$ cat src/rtl/pgx_pkg.sv
package pgx_pkg;

   typedef enum logic [2:0] {
      RGN_REG   = 3'd0,
      RGN_EE    = 3'd1,
      RGN_RAM   = 3'd2,
      RGN_FLASH = 3'd3,
      RGN_EXT   = 3'd4
   } region_t;

   typedef enum logic [2:0] {
      SL_REG,
      SL_EEWIN,
      SL_EEFIX,
      SL_RAMWIN,
      SL_RAMFIX,
      SL_HIGH,
      SL_ROMWIN,
      SL_ROMFIX
   } slot_t;

   localparam logic [1:0] SEL_RAMPG = 2'd0;
   localparam logic [1:0] SEL_ROMPG = 2'd1;
   localparam logic [1:0] SEL_EEPG  = 2'd2;
   localparam logic [1:0] SEL_CTL   = 2'd3;

endpackage

$ cat src/rtl/pgx_cfg_regs.sv
module pgx_cfg_regs
   import pgx_pkg::*;
#(
   parameter int            PG_W       = 8,
   parameter bit            WRITE_ONCE = 1'b1,
   parameter logic [PG_W-1:0] RST_RAM  = 8'hFD,
   parameter logic [PG_W-1:0] RST_ROM  = 8'hFE,
   parameter logic [PG_W-1:0] RST_EE   = 8'hFE
) (
   input  logic            clk,
   input  logic            rst_n,
   input  logic            special_mode,
   input  logic            we,
   input  logic [1:0]      sel,
   input  logic [PG_W-1:0] wdata,
   output logic [PG_W-1:0] ram_pg,
   output logic [PG_W-1:0] rom_pg,
   output logic [PG_W-1:0] ee_pg,
   output logic            hi_ram,
   output logic            hi_rom_off
);

   if (PG_W < 2) begin : g_chk_w
      $error("pgx_cfg_regs: PG_W must hold the two control bits");
   end

   logic       ctl_hit;
   logic [1:0] ctl_q;

   assign ctl_hit = we && (sel == SEL_CTL);

   always_ff @(posedge clk) begin
      if (!rst_n) begin
         ram_pg <= RST_RAM;
         rom_pg <= RST_ROM;
         ee_pg  <= RST_EE;
      end else if (we) begin
         case (sel)
            SEL_RAMPG: ram_pg <= wdata;
            SEL_ROMPG: rom_pg <= wdata;
            SEL_EEPG:  ee_pg  <= wdata;
            default:   ;
         endcase
      end
   end

   if (WRITE_ONCE) begin : g_once
      logic locked_q;
      always_ff @(posedge clk) begin
         if (!rst_n) begin
            ctl_q    <= 2'b00;
            locked_q <= 1'b0;
         end else begin
            if (ctl_hit && (special_mode || !locked_q))
               ctl_q <= wdata[1:0];
            if (ctl_hit && !special_mode)
               locked_q <= 1'b1;
         end
      end
   end else begin : g_free
      always_ff @(posedge clk) begin
         if (!rst_n)
            ctl_q <= 2'b00;
         else if (ctl_hit)
            ctl_q <= wdata[1:0];
      end
   end

   assign hi_ram     = ctl_q[0];
   assign hi_rom_off = ctl_q[1];

endmodule

$ cat src/rtl/pgx_slot_dec.sv
module pgx_slot_dec
   import pgx_pkg::*;
(
   input  logic [5:0] a_hi,
   output slot_t      slot
);

   always_comb begin
      unique casez (a_hi)
         6'b11????: slot = SL_ROMFIX;
         6'b10????: slot = SL_ROMWIN;
         6'b01????: slot = SL_HIGH;
         6'b001???: slot = SL_RAMFIX;
         6'b0001??: slot = SL_RAMWIN;
         6'b000011: slot = SL_EEFIX;
         6'b000010: slot = SL_EEWIN;
         default:   slot = SL_REG;
      endcase
   end

endmodule

$ cat src/rtl/pgx_compose.sv
module pgx_compose
   import pgx_pkg::*;
#(
   parameter int PG_W = 8,
   parameter int LAW  = 16,
   parameter int GAW  = 23
) (
   input  slot_t           slot,
   input  logic [LAW-1:0]  a,
   input  logic [PG_W-1:0] ram_pg,
   input  logic [PG_W-1:0] rom_pg,
   input  logic [PG_W-1:0] ee_pg,
   input  logic            hi_ram,
   input  logic            hi_rom_off,
   output logic [GAW-1:0]  glb,
   output region_t         rgn
);

   localparam int ROM_OFS_W = GAW - PG_W - 1;
   localparam logic [GAW-1:0]  EE_BASE   = GAW'(32'h0010_0000);
   localparam logic [GAW-1:0]  RAM_TOP   = GAW'(32'h000F_C000);
   localparam logic [GAW-1:0]  EXT_BASE  = GAW'(32'h0014_0000);
   localparam logic [PG_W-1:0] LOW_FIXPG = PG_W'(8'hFD);
   localparam logic [PG_W-1:0] ALL_ONES  = '1;

   logic [GAW-1:0] rom_fix_lo, rom_fix_hi, rom_win, ram_top_a;

   assign rom_fix_lo = {1'b1, LOW_FIXPG, a[ROM_OFS_W-1:0]};
   assign rom_fix_hi = {1'b1, ALL_ONES,  a[ROM_OFS_W-1:0]};
   assign rom_win    = {1'b1, rom_pg,    a[ROM_OFS_W-1:0]};
   assign ram_top_a  = RAM_TOP | GAW'(a[13:0]);

   always_comb begin
      glb = '0;
      rgn = RGN_REG;
      unique case (slot)
         SL_REG: begin
            glb = GAW'(a[10:0]);
            rgn = RGN_REG;
         end
         SL_EEWIN: begin
            glb = EE_BASE | GAW'({ee_pg, a[9:0]});
            rgn = RGN_EE;
         end
         SL_EEFIX: begin
            glb = EE_BASE | GAW'({ALL_ONES, a[9:0]});
            rgn = RGN_EE;
         end
         SL_RAMWIN: begin
            glb = GAW'({ram_pg, a[11:0]});
            rgn = RGN_RAM;
         end
         SL_RAMFIX: begin
            glb = ram_top_a;
            rgn = RGN_RAM;
         end
         SL_HIGH: begin
            if (hi_ram) begin
               glb = ram_top_a;
               rgn = RGN_RAM;
            end else if (hi_rom_off) begin
               glb = EXT_BASE | GAW'(a);
               rgn = RGN_EXT;
            end else begin
               glb = rom_fix_lo;
               rgn = RGN_FLASH;
            end
         end
         SL_ROMWIN: begin
            glb = rom_win;
            rgn = RGN_FLASH;
         end
         SL_ROMFIX: begin
            glb = rom_fix_hi;
            rgn = RGN_FLASH;
         end
         default: ;
      endcase
   end

endmodule

$ cat src/rtl/pager_xlate.sv
module pager_xlate
   import pgx_pkg::*;
#(
   parameter int              PG_W       = 8,
   parameter int              LAW        = 16,
   parameter int              GAW        = 23,
   parameter bit              WRITE_ONCE = 1'b1,
   parameter logic [PG_W-1:0] RST_RAM    = 8'hFD,
   parameter logic [PG_W-1:0] RST_ROM    = 8'hFE,
   parameter logic [PG_W-1:0] RST_EE     = 8'hFE
) (
   input  logic            clk,
   input  logic            rst_n,
   input  logic            special_mode,
   input  logic            cfg_we,
   input  logic [1:0]      cfg_sel,
   input  logic [PG_W-1:0] cfg_wdata,
   input  logic [LAW-1:0]  loc_addr,
   input  logic            loc_wr,
   output logic [GAW-1:0]  glb_addr,
   output logic [2:0]      region,
   output logic            bad_write
);

   if (LAW != 16) begin : g_chk_law
      $error("pager_xlate: local map is laid out for 16 address bits");
   end
   if (GAW != PG_W + 15) begin : g_chk_gaw
      $error("pager_xlate: GAW must equal flash page width + 15");
   end
   if (PG_W + 12 > GAW) begin : g_chk_ram
      $error("pager_xlate: RAM window does not fit in the global space");
   end

   logic [PG_W-1:0] ram_pg, rom_pg, ee_pg;
   logic            hi_ram, hi_rom_off;
   slot_t           slot;
   region_t         rgn;

   pgx_cfg_regs #(
      .PG_W(PG_W), .WRITE_ONCE(WRITE_ONCE),
      .RST_RAM(RST_RAM), .RST_ROM(RST_ROM), .RST_EE(RST_EE)
   ) u_regs (
      .clk(clk), .rst_n(rst_n), .special_mode(special_mode),
      .we(cfg_we), .sel(cfg_sel), .wdata(cfg_wdata),
      .ram_pg(ram_pg), .rom_pg(rom_pg), .ee_pg(ee_pg),
      .hi_ram(hi_ram), .hi_rom_off(hi_rom_off)
   );

   pgx_slot_dec u_dec (
      .a_hi(loc_addr[LAW-1:LAW-6]),
      .slot(slot)
   );

   pgx_compose #(.PG_W(PG_W), .LAW(LAW), .GAW(GAW)) u_map (
      .slot(slot), .a(loc_addr),
      .ram_pg(ram_pg), .rom_pg(rom_pg), .ee_pg(ee_pg),
      .hi_ram(hi_ram), .hi_rom_off(hi_rom_off),
      .glb(glb_addr), .rgn(rgn)
   );

   assign region    = rgn;
   assign bad_write = loc_wr && (rgn == RGN_FLASH);

endmodule

$ cat config.mk
export PLATFORM = sky130hd
export DESIGN_NAME = pager_xlate
export DESIGN_NICKNAME = d
export VERILOG_FILES = /design/src/rtl/pgx_pkg.sv /design/src/rtl/pgx_cfg_regs.sv /design/src/rtl/pgx_slot_dec.sv /design/src/rtl/pgx_compose.sv /design/src/rtl/pager_xlate.sv
export SDC_FILE = /design/constraint.sdc
export NUM_CORES = 1
export LEC_CHECK = 0
export CORE_ASPECT_RATIO = 1.2
export CORE_MARGIN = 2
export CORE_UTILIZATION = 39
export CTS_CLUSTER_DIAMETER = 120
export DETAILED_ROUTE_END_ITERATION = 8
export PLACE_DENSITY_LB_ADDON = 0.3
export SETUP_SLACK_MARGIN = 0.02
export SKIP_CTS_REPAIR_TIMING = 1
export SYNTH_ARGS = -nofsm -noshare
export SYNTH_HDL_FRONTEND = slang
export SYNTH_SLANG_ARGS = --single-unit
$ cat constraint.sdc
create_clock -name clk -period 1.35 [get_ports clk]
set_input_delay 0.27 -clock clk [delete_from_list [all_inputs] [get_ports clk]]
set_output_delay 0.27 -clock clk [all_outputs]
set_load 0.05 [all_outputs]
==> reports/results.txt, run 1 <==
Status: finished with violations
Failing checks: setup timing
Starting Density: 0.409
Hold Crit Class: reg -> reg
CTS Sinks: 27
Critical Path Sink Type: output pin
Critical path endpoint: glb_addr[15]
Leak: 1.13 nW
Hold Path Stages: 2
DIE AREA: 4320 sq um
Most common cell after layout, fill and taps aside: nand2_1
WL/cell: 13.5 um
Final setup fails: 17
Max FO, Critical Path: 4
Final period util: 1.41
GPL Wtd Cong: 0.780
Worst-Skew Late Latency: 280 ps
EDFF count, synth: 0
Achievable Freq: 527 MHz
Setup crit start: loc_addr[13]
Final #Nets: 290
Avg Inst Size Synth: 7.35 sq um
First-pass GRT wire length: 6090 um
Number of core rows: 24
Required time of the critical path: 1080 ps
Area occupied by multi-input gates: 1010 sq um
Tmin final: 1900 ps
Gr ovfl total: 0
Initial DRT Pass Iterations: 4
Area grow syn2layout: 73.0%
Crit path DAT: 1630 ps
GRT Total Usage: 0.189
Netlist cell types: 40
Share of cells above drive strength 1: 0.384
DRT Wirelength: 4170 um
Async SR Flop Fraction: 0
Fill count: 275
CTS Buf Count: 3
Synth top area share: 0.364
Core Util, Final: 0.707
Vias per cell: 5.06
R2r worst-path depth: 3
Sequential fraction of the synthesis area: 0.364
I/O pins: 58
Initial detailed-routing violation count: 52
Worst r2r dst: u_regs.ctl_q[1]
Rel. slew slack: 0.768
Yosys top cell by area: dfxtp_1
CTS tree: built
Pin slew with the least headroom to its limit: 345 ps
Post-Syn Instances: 202
Register area: 546 sq um
Worst-path clk slew: 90 ps
Synth Warn #: 0
Post-synth top flop: dfxtp_1
Reg-to-reg setup timing slack: 560 ps
P per Cell Area: 797 nW/um^2
Critical Path Start Type: primary input
Post-DP HPWL: 3020 um
Max Cap Violations: 0
Setup WS post-layout: -549 ps
Vias in the first global route: 1361
Antenna cells: 0
Final TNS setup: -5450 ps
Most frequent cells in the layout: nand2_1, buf_4, dfxtp_1
Die width: 60.3 um
Reg2reg start: u_regs.g_once.locked_q
Synthesized Nets: 233
Largest net degree at the start of global routing: 22
Clock Skews: 1.75 ps
Clock root cell: clkbuf_8
#FFs+latches synth: 27
Worst VDD drop: 0.000475 V
Clock tree buffer depth: 2
Synthesized area: 1490 sq um
Hold Vio Cnt, Final: 0
Core area: 3630 sq um
Routed Antenna Nets: 0
Post-route DRC violation count: 0
Crit Path Category: in -> out
Top cells by area, synth: dfxtp_1, nand2_1, nand3_1
Chip Height: 71.6 um
Unrepaired setup endpoints after global routing: true
Max H-tree Level: 1
Initial antenna violation count: 0
Input/output buffers: 37
Slew Limit Fails: 0
DR vias: 1569
==> how the worst min path moves through the flow <==
stage | slack [ps] | end | start
after floorplan | 340 | u_regs.rom_pg[3] | rst_n
after global placement | 450 | u_regs.ram_pg[6] | u_regs.ram_pg[6]
after detailed placement | 450 | u_regs.ee_pg[3] | u_regs.ee_pg[3]
after CTS | 480 | u_regs.ee_pg[3] | u_regs.ee_pg[3]
after global routing | 490 | u_regs.ee_pg[3] | u_regs.ee_pg[3]
final | 480 | u_regs.ee_pg[3] | u_regs.ee_pg[3]
==> where the power goes <==
| group | switching [mW] | leakage [nW] | internal, mW | total, mW |
|---|---|---|---|---|
| Sequential | 0.0278 | 0.223 | 0.834 | 0.862 |
| Combinational | 0.354 | 0.890 | 0.364 | 0.718 |
| Clock | 0.259 | 0.0217 | 0.210 | 0.469 |
==> routing by layer <==
metal  global-route usage  routed length [um]
met4                0.101                  72
met2                0.315                2130
met5                    0                   0
met3               0.0162                 161
met1                0.235                1810
==> cells in the mapped netlist (2+ instances only) <==
cell type and number:
a211o_1 2, a211oi_1 4, a21oi_1 9, and3b_1 3
buf_2 4, buf_4 10, clkbuf_1 10, dfxtp_1 27
inv_1 4, nand2_1 55, nand2b_1 2, nand3_1 24
nand3b_1 3, nor2_1 7, nor2b_1 3, nor3_1 3
o21ai_0 8, or4bb_1 2
==> state kept, by name, summed over array words and instances, names as in the netlist <==
register and flops:
u_regs.g_once.locked_q 1, u_regs.ram_pg 8, u_regs.ee_pg 8, u_regs.rom_pg 8
u_regs.ctl_q 2
==> critical path: stages <==
cell	delay (ps)
buf_6	90
or4_4	550
nor3b_4	330
a221o_2	250
buf_12	140
==> kinds of logic (layout without fill, tap and decap cells) <==
kind of cell | after synthesis | in the layout | share of synthesized area
DFF | 27 | 27 | 0.364
buffers and inverters | 28 | 84 | 0.0994
AOI/OAI and AO/OA | 34 | 34 | 0.151
and+or+nand+nor | 113 | 113 | 0.386
==> per-stage QoR <==
| step | area [sq um] | cells | setup slack, ps | hold WS, ps | total power [mW] |
|---|---|---|---|---|---|
| finish | 2570 | 310 | -549 | 477 | 2.05 |
| global route | 2570 | 310 | -577 | 493 | 2.12 |
| CTS | 2380 | 301 | -866 | 476 | 2.00 |
| detailed placement | 2330 | 297 | -854 | 453 | 1.54 |
| global placement | 2330 | 297 | -823 | 451 | 1.53 |
| floorplan | 1690 | 202 | -436 | 342 | 1.31 |
==> cell type report <==
cell class | instances | area share
Clock inverter | 1 | 0.00292
Multi-Input combinational cell | 147 | 0.394
Sequential cell | 27 | 0.212
Clock buffer | 3 | 0.0161
Timing Repair Buffer | 76 | 0.343
Inverter | 4 | 0.00585
Tap cell | 52 | 0.0253
Note: power is estimated with default switching activity, not from simulation.
==> inputs of run 2 (changes only) <==
--- a/config.mk
+++ b/config.mk
@@ -10,8 +10,8 @@
 export CORE_UTILIZATION = 39
 export CTS_CLUSTER_DIAMETER = 120
 export DETAILED_ROUTE_END_ITERATION = 8
+export GPL_TIMING_DRIVEN = 0
 export PLACE_DENSITY_LB_ADDON = 0.3
-export SETUP_SLACK_MARGIN = 0.02
 export SKIP_CTS_REPAIR_TIMING = 1
 export SYNTH_ARGS = -nofsm -noshare
 export SYNTH_HDL_FRONTEND = slang
==> run 2 against run 1 <==
Against the previous run:
- the run still ends with setup timing left
- core utilization down 4.0 points
- via count up 1.9%
- wire length up 1.9%
- power down 1.5%
- first-iteration DRC count up 58%
- register-to-register slack about the same
- design area down 5.7%
- largest power group unchanged
- critical path type unchanged
- non-clock buffer count down 2
==> reports/results.txt, run 2 (synthesis results as in run 1) <==
Number of core rows: 24 (unchanged)
Required time of the critical path: 1080 ps (about the same)
Leak: 1.11 nW (was 1.13 nW)
Initial antenna violation count: 0 (unchanged)
Most common cell after layout, fill and taps aside: nand2_1 (unchanged)
Rel. slew slack: 0.633 (was 0.768)
Area occupied by multi-input gates: 1010 sq um (unchanged)
Vias per cell: 5.19 (was 5.06)
DR vias: 1599 (was 1569)
Register area: 547 sq um (was 546 sq um)
Max FO, Critical Path: 4 (unchanged)
Unrepaired setup endpoints after global routing: true (unchanged)
Status: finished with violations (unchanged)
CTS Buf Count: 3 (unchanged)
Max H-tree Level: 1 (unchanged)
GRT Total Usage: 0.185 (was 0.189)
Most frequent cells in the layout: nand2_1, nand3_1, dfxtp_1 (was nand2_1, buf_4, dfxtp_1)
P per Cell Area: 833 nW/um^2 (was 797 nW/um^2)
Final period util: 1.41 (about the same)
Largest net degree at the start of global routing: 15 (was 22)
Pin slew with the least headroom to its limit: 548 ps (was 345 ps)
Achievable Freq: 526 MHz (was 527 MHz)
Core area: 3630 sq um (unchanged)
Fill count: 302 (was 275)
DRT Wirelength: 4250 um (was 4170 um)
Gr ovfl total: 0 (unchanged)
Failing checks: setup timing (unchanged)
Vias in the first global route: 1382 (was 1361)
Post-DP HPWL: 3070 um (was 3020 um)
Hold Crit Class: reg -> reg (unchanged)
GPL Wtd Cong: 0.811 (was 0.780)
Post-route DRC violation count: 0 (unchanged)
Crit path DAT: 1630 ps (about the same)
Die width: 60.3 um (unchanged)
Slew Limit Fails: 0 (unchanged)
DIE AREA: 4320 sq um (unchanged)
Clock root cell: clkbuf_8 (unchanged)
Critical Path Sink Type: output pin (unchanged)
Crit Path Category: in -> out (unchanged)
Tmin final: 1900 ps (about the same)
Final setup fails: 17 (unchanged)
Hold Vio Cnt, Final: 0 (unchanged)
Worst-path clk slew: 90 ps (about the same)
WL/cell: 13.8 um (was 13.5 um)
I/O pins: 58 (unchanged)
First-pass GRT wire length: 6170 um (was 6090 um)
Share of cells above drive strength 1: 0.336 (was 0.384)
Worst VDD drop: 0.000548 V (was 0.000475 V)
Critical Path Start Type: primary input (unchanged)
Antenna cells: 0 (unchanged)
CTS tree: built (unchanged)
Final #Nets: 288 (was 290)
Hold Path Stages: 2 (unchanged)
Final TNS setup: -4620 ps (was -5450 ps)
Worst-Skew Late Latency: 270 ps (was 280 ps)
CTS Sinks: 27 (unchanged)
Setup WS pre-CTS: -1560 ps (was -854 ps)
Clock tree buffer depth: 2 (unchanged)
R2r worst-path depth: 3 (unchanged)
Setup WS post-layout: -551 ps (was -549 ps)
Input/output buffers: 44 (was 37)
Final Power: 2.02 mW (was 2.05 mW)
Initial DRT Pass Iterations: 4 (unchanged)
Dpl cell area: 2170 sq um (was 2330 sq um)
Chip Height: 71.6 um (unchanged)
Clock Skews: 0.495 ps (was 1.75 ps)
Max Cap Violations: 0 (unchanged)
# placed instances: 298 (was 297)
Initial detailed-routing violation count: 82 (was 52)
Area grow syn2layout: 63.1% (was 73.0%)
Fin area: 2420 sq um (was 2570 sq um)
Non-filler cells, final: 308 (was 310)
Largest regs: u_regs.ee_pg: 8 flops, u_regs.ram_pg: 8 flops, u_regs.rom_pg: 8 flops (unchanged)
Routed Antenna Nets: 0 (unchanged)
Starting Density: 0.409 (unchanged)
-- run 2: critical path: stages --
cell	delay, ps
buf_8	90
or4_4	550
nor3b_4	340
a221o_2	230
buf_8	140
-- run 2: report_power, final --
group / switching, mW / internal (mW)
Clock: 0.239 / 0.211
Combinational: 0.399 / 0.303
Sequential: 0.0312 / 0.834
Total: 0.669 / 1.35
-- run 2: worst paths after layout --
check                         startpoint          endpoint  slack, ps
setup / recovery            loc_addr[14]      glb_addr[15]       -550
hold / removal          u_regs.rom_pg[0]  u_regs.rom_pg[0]        480
setup reg to reg  u_regs.g_once.locked_q   u_regs.ctl_q[1]        550
hold reg to reg         u_regs.rom_pg[0]  u_regs.rom_pg[0]        480
-- run 2: per-layer routing --
| metal | routed length [um] | global-route usage | share of wire |
|---|---|---|---|
| met1 | 1790 | 0.235 | 0.42 |
| met2 | 2160 | 0.325 | 0.51 |
| met3 | 249 | 0.0199 | 0.059 |
| met4 | 55 | 0.0519 | 0.013 |
| met5 | 0 | 0 | 0 |
-- run 2: area by class of cell --
cell class	count	share of cell area
multi-input cells	147	0.418
flip-flops and latches	27	0.226
repair buffers	50	0.223
inverters	4	0.00723
clock buffers	4	0.0186
plain buffers	24	0.0806
well taps	52	0.0269
-- run 2: stage by stage --
| step | hold slack [ps] | utilization |
|---|---|---|
| 6_report | 476 | 0.667 |
| 5_1_grt | 496 | 0.667 |
| 4_1_cts | 477 | 0.608 |
| 3_5_place_dp | 461 | 0.596 |
| 3_3_place_gp | 453 | 0.596 |
| 2_1_floorplan | 342 | - |
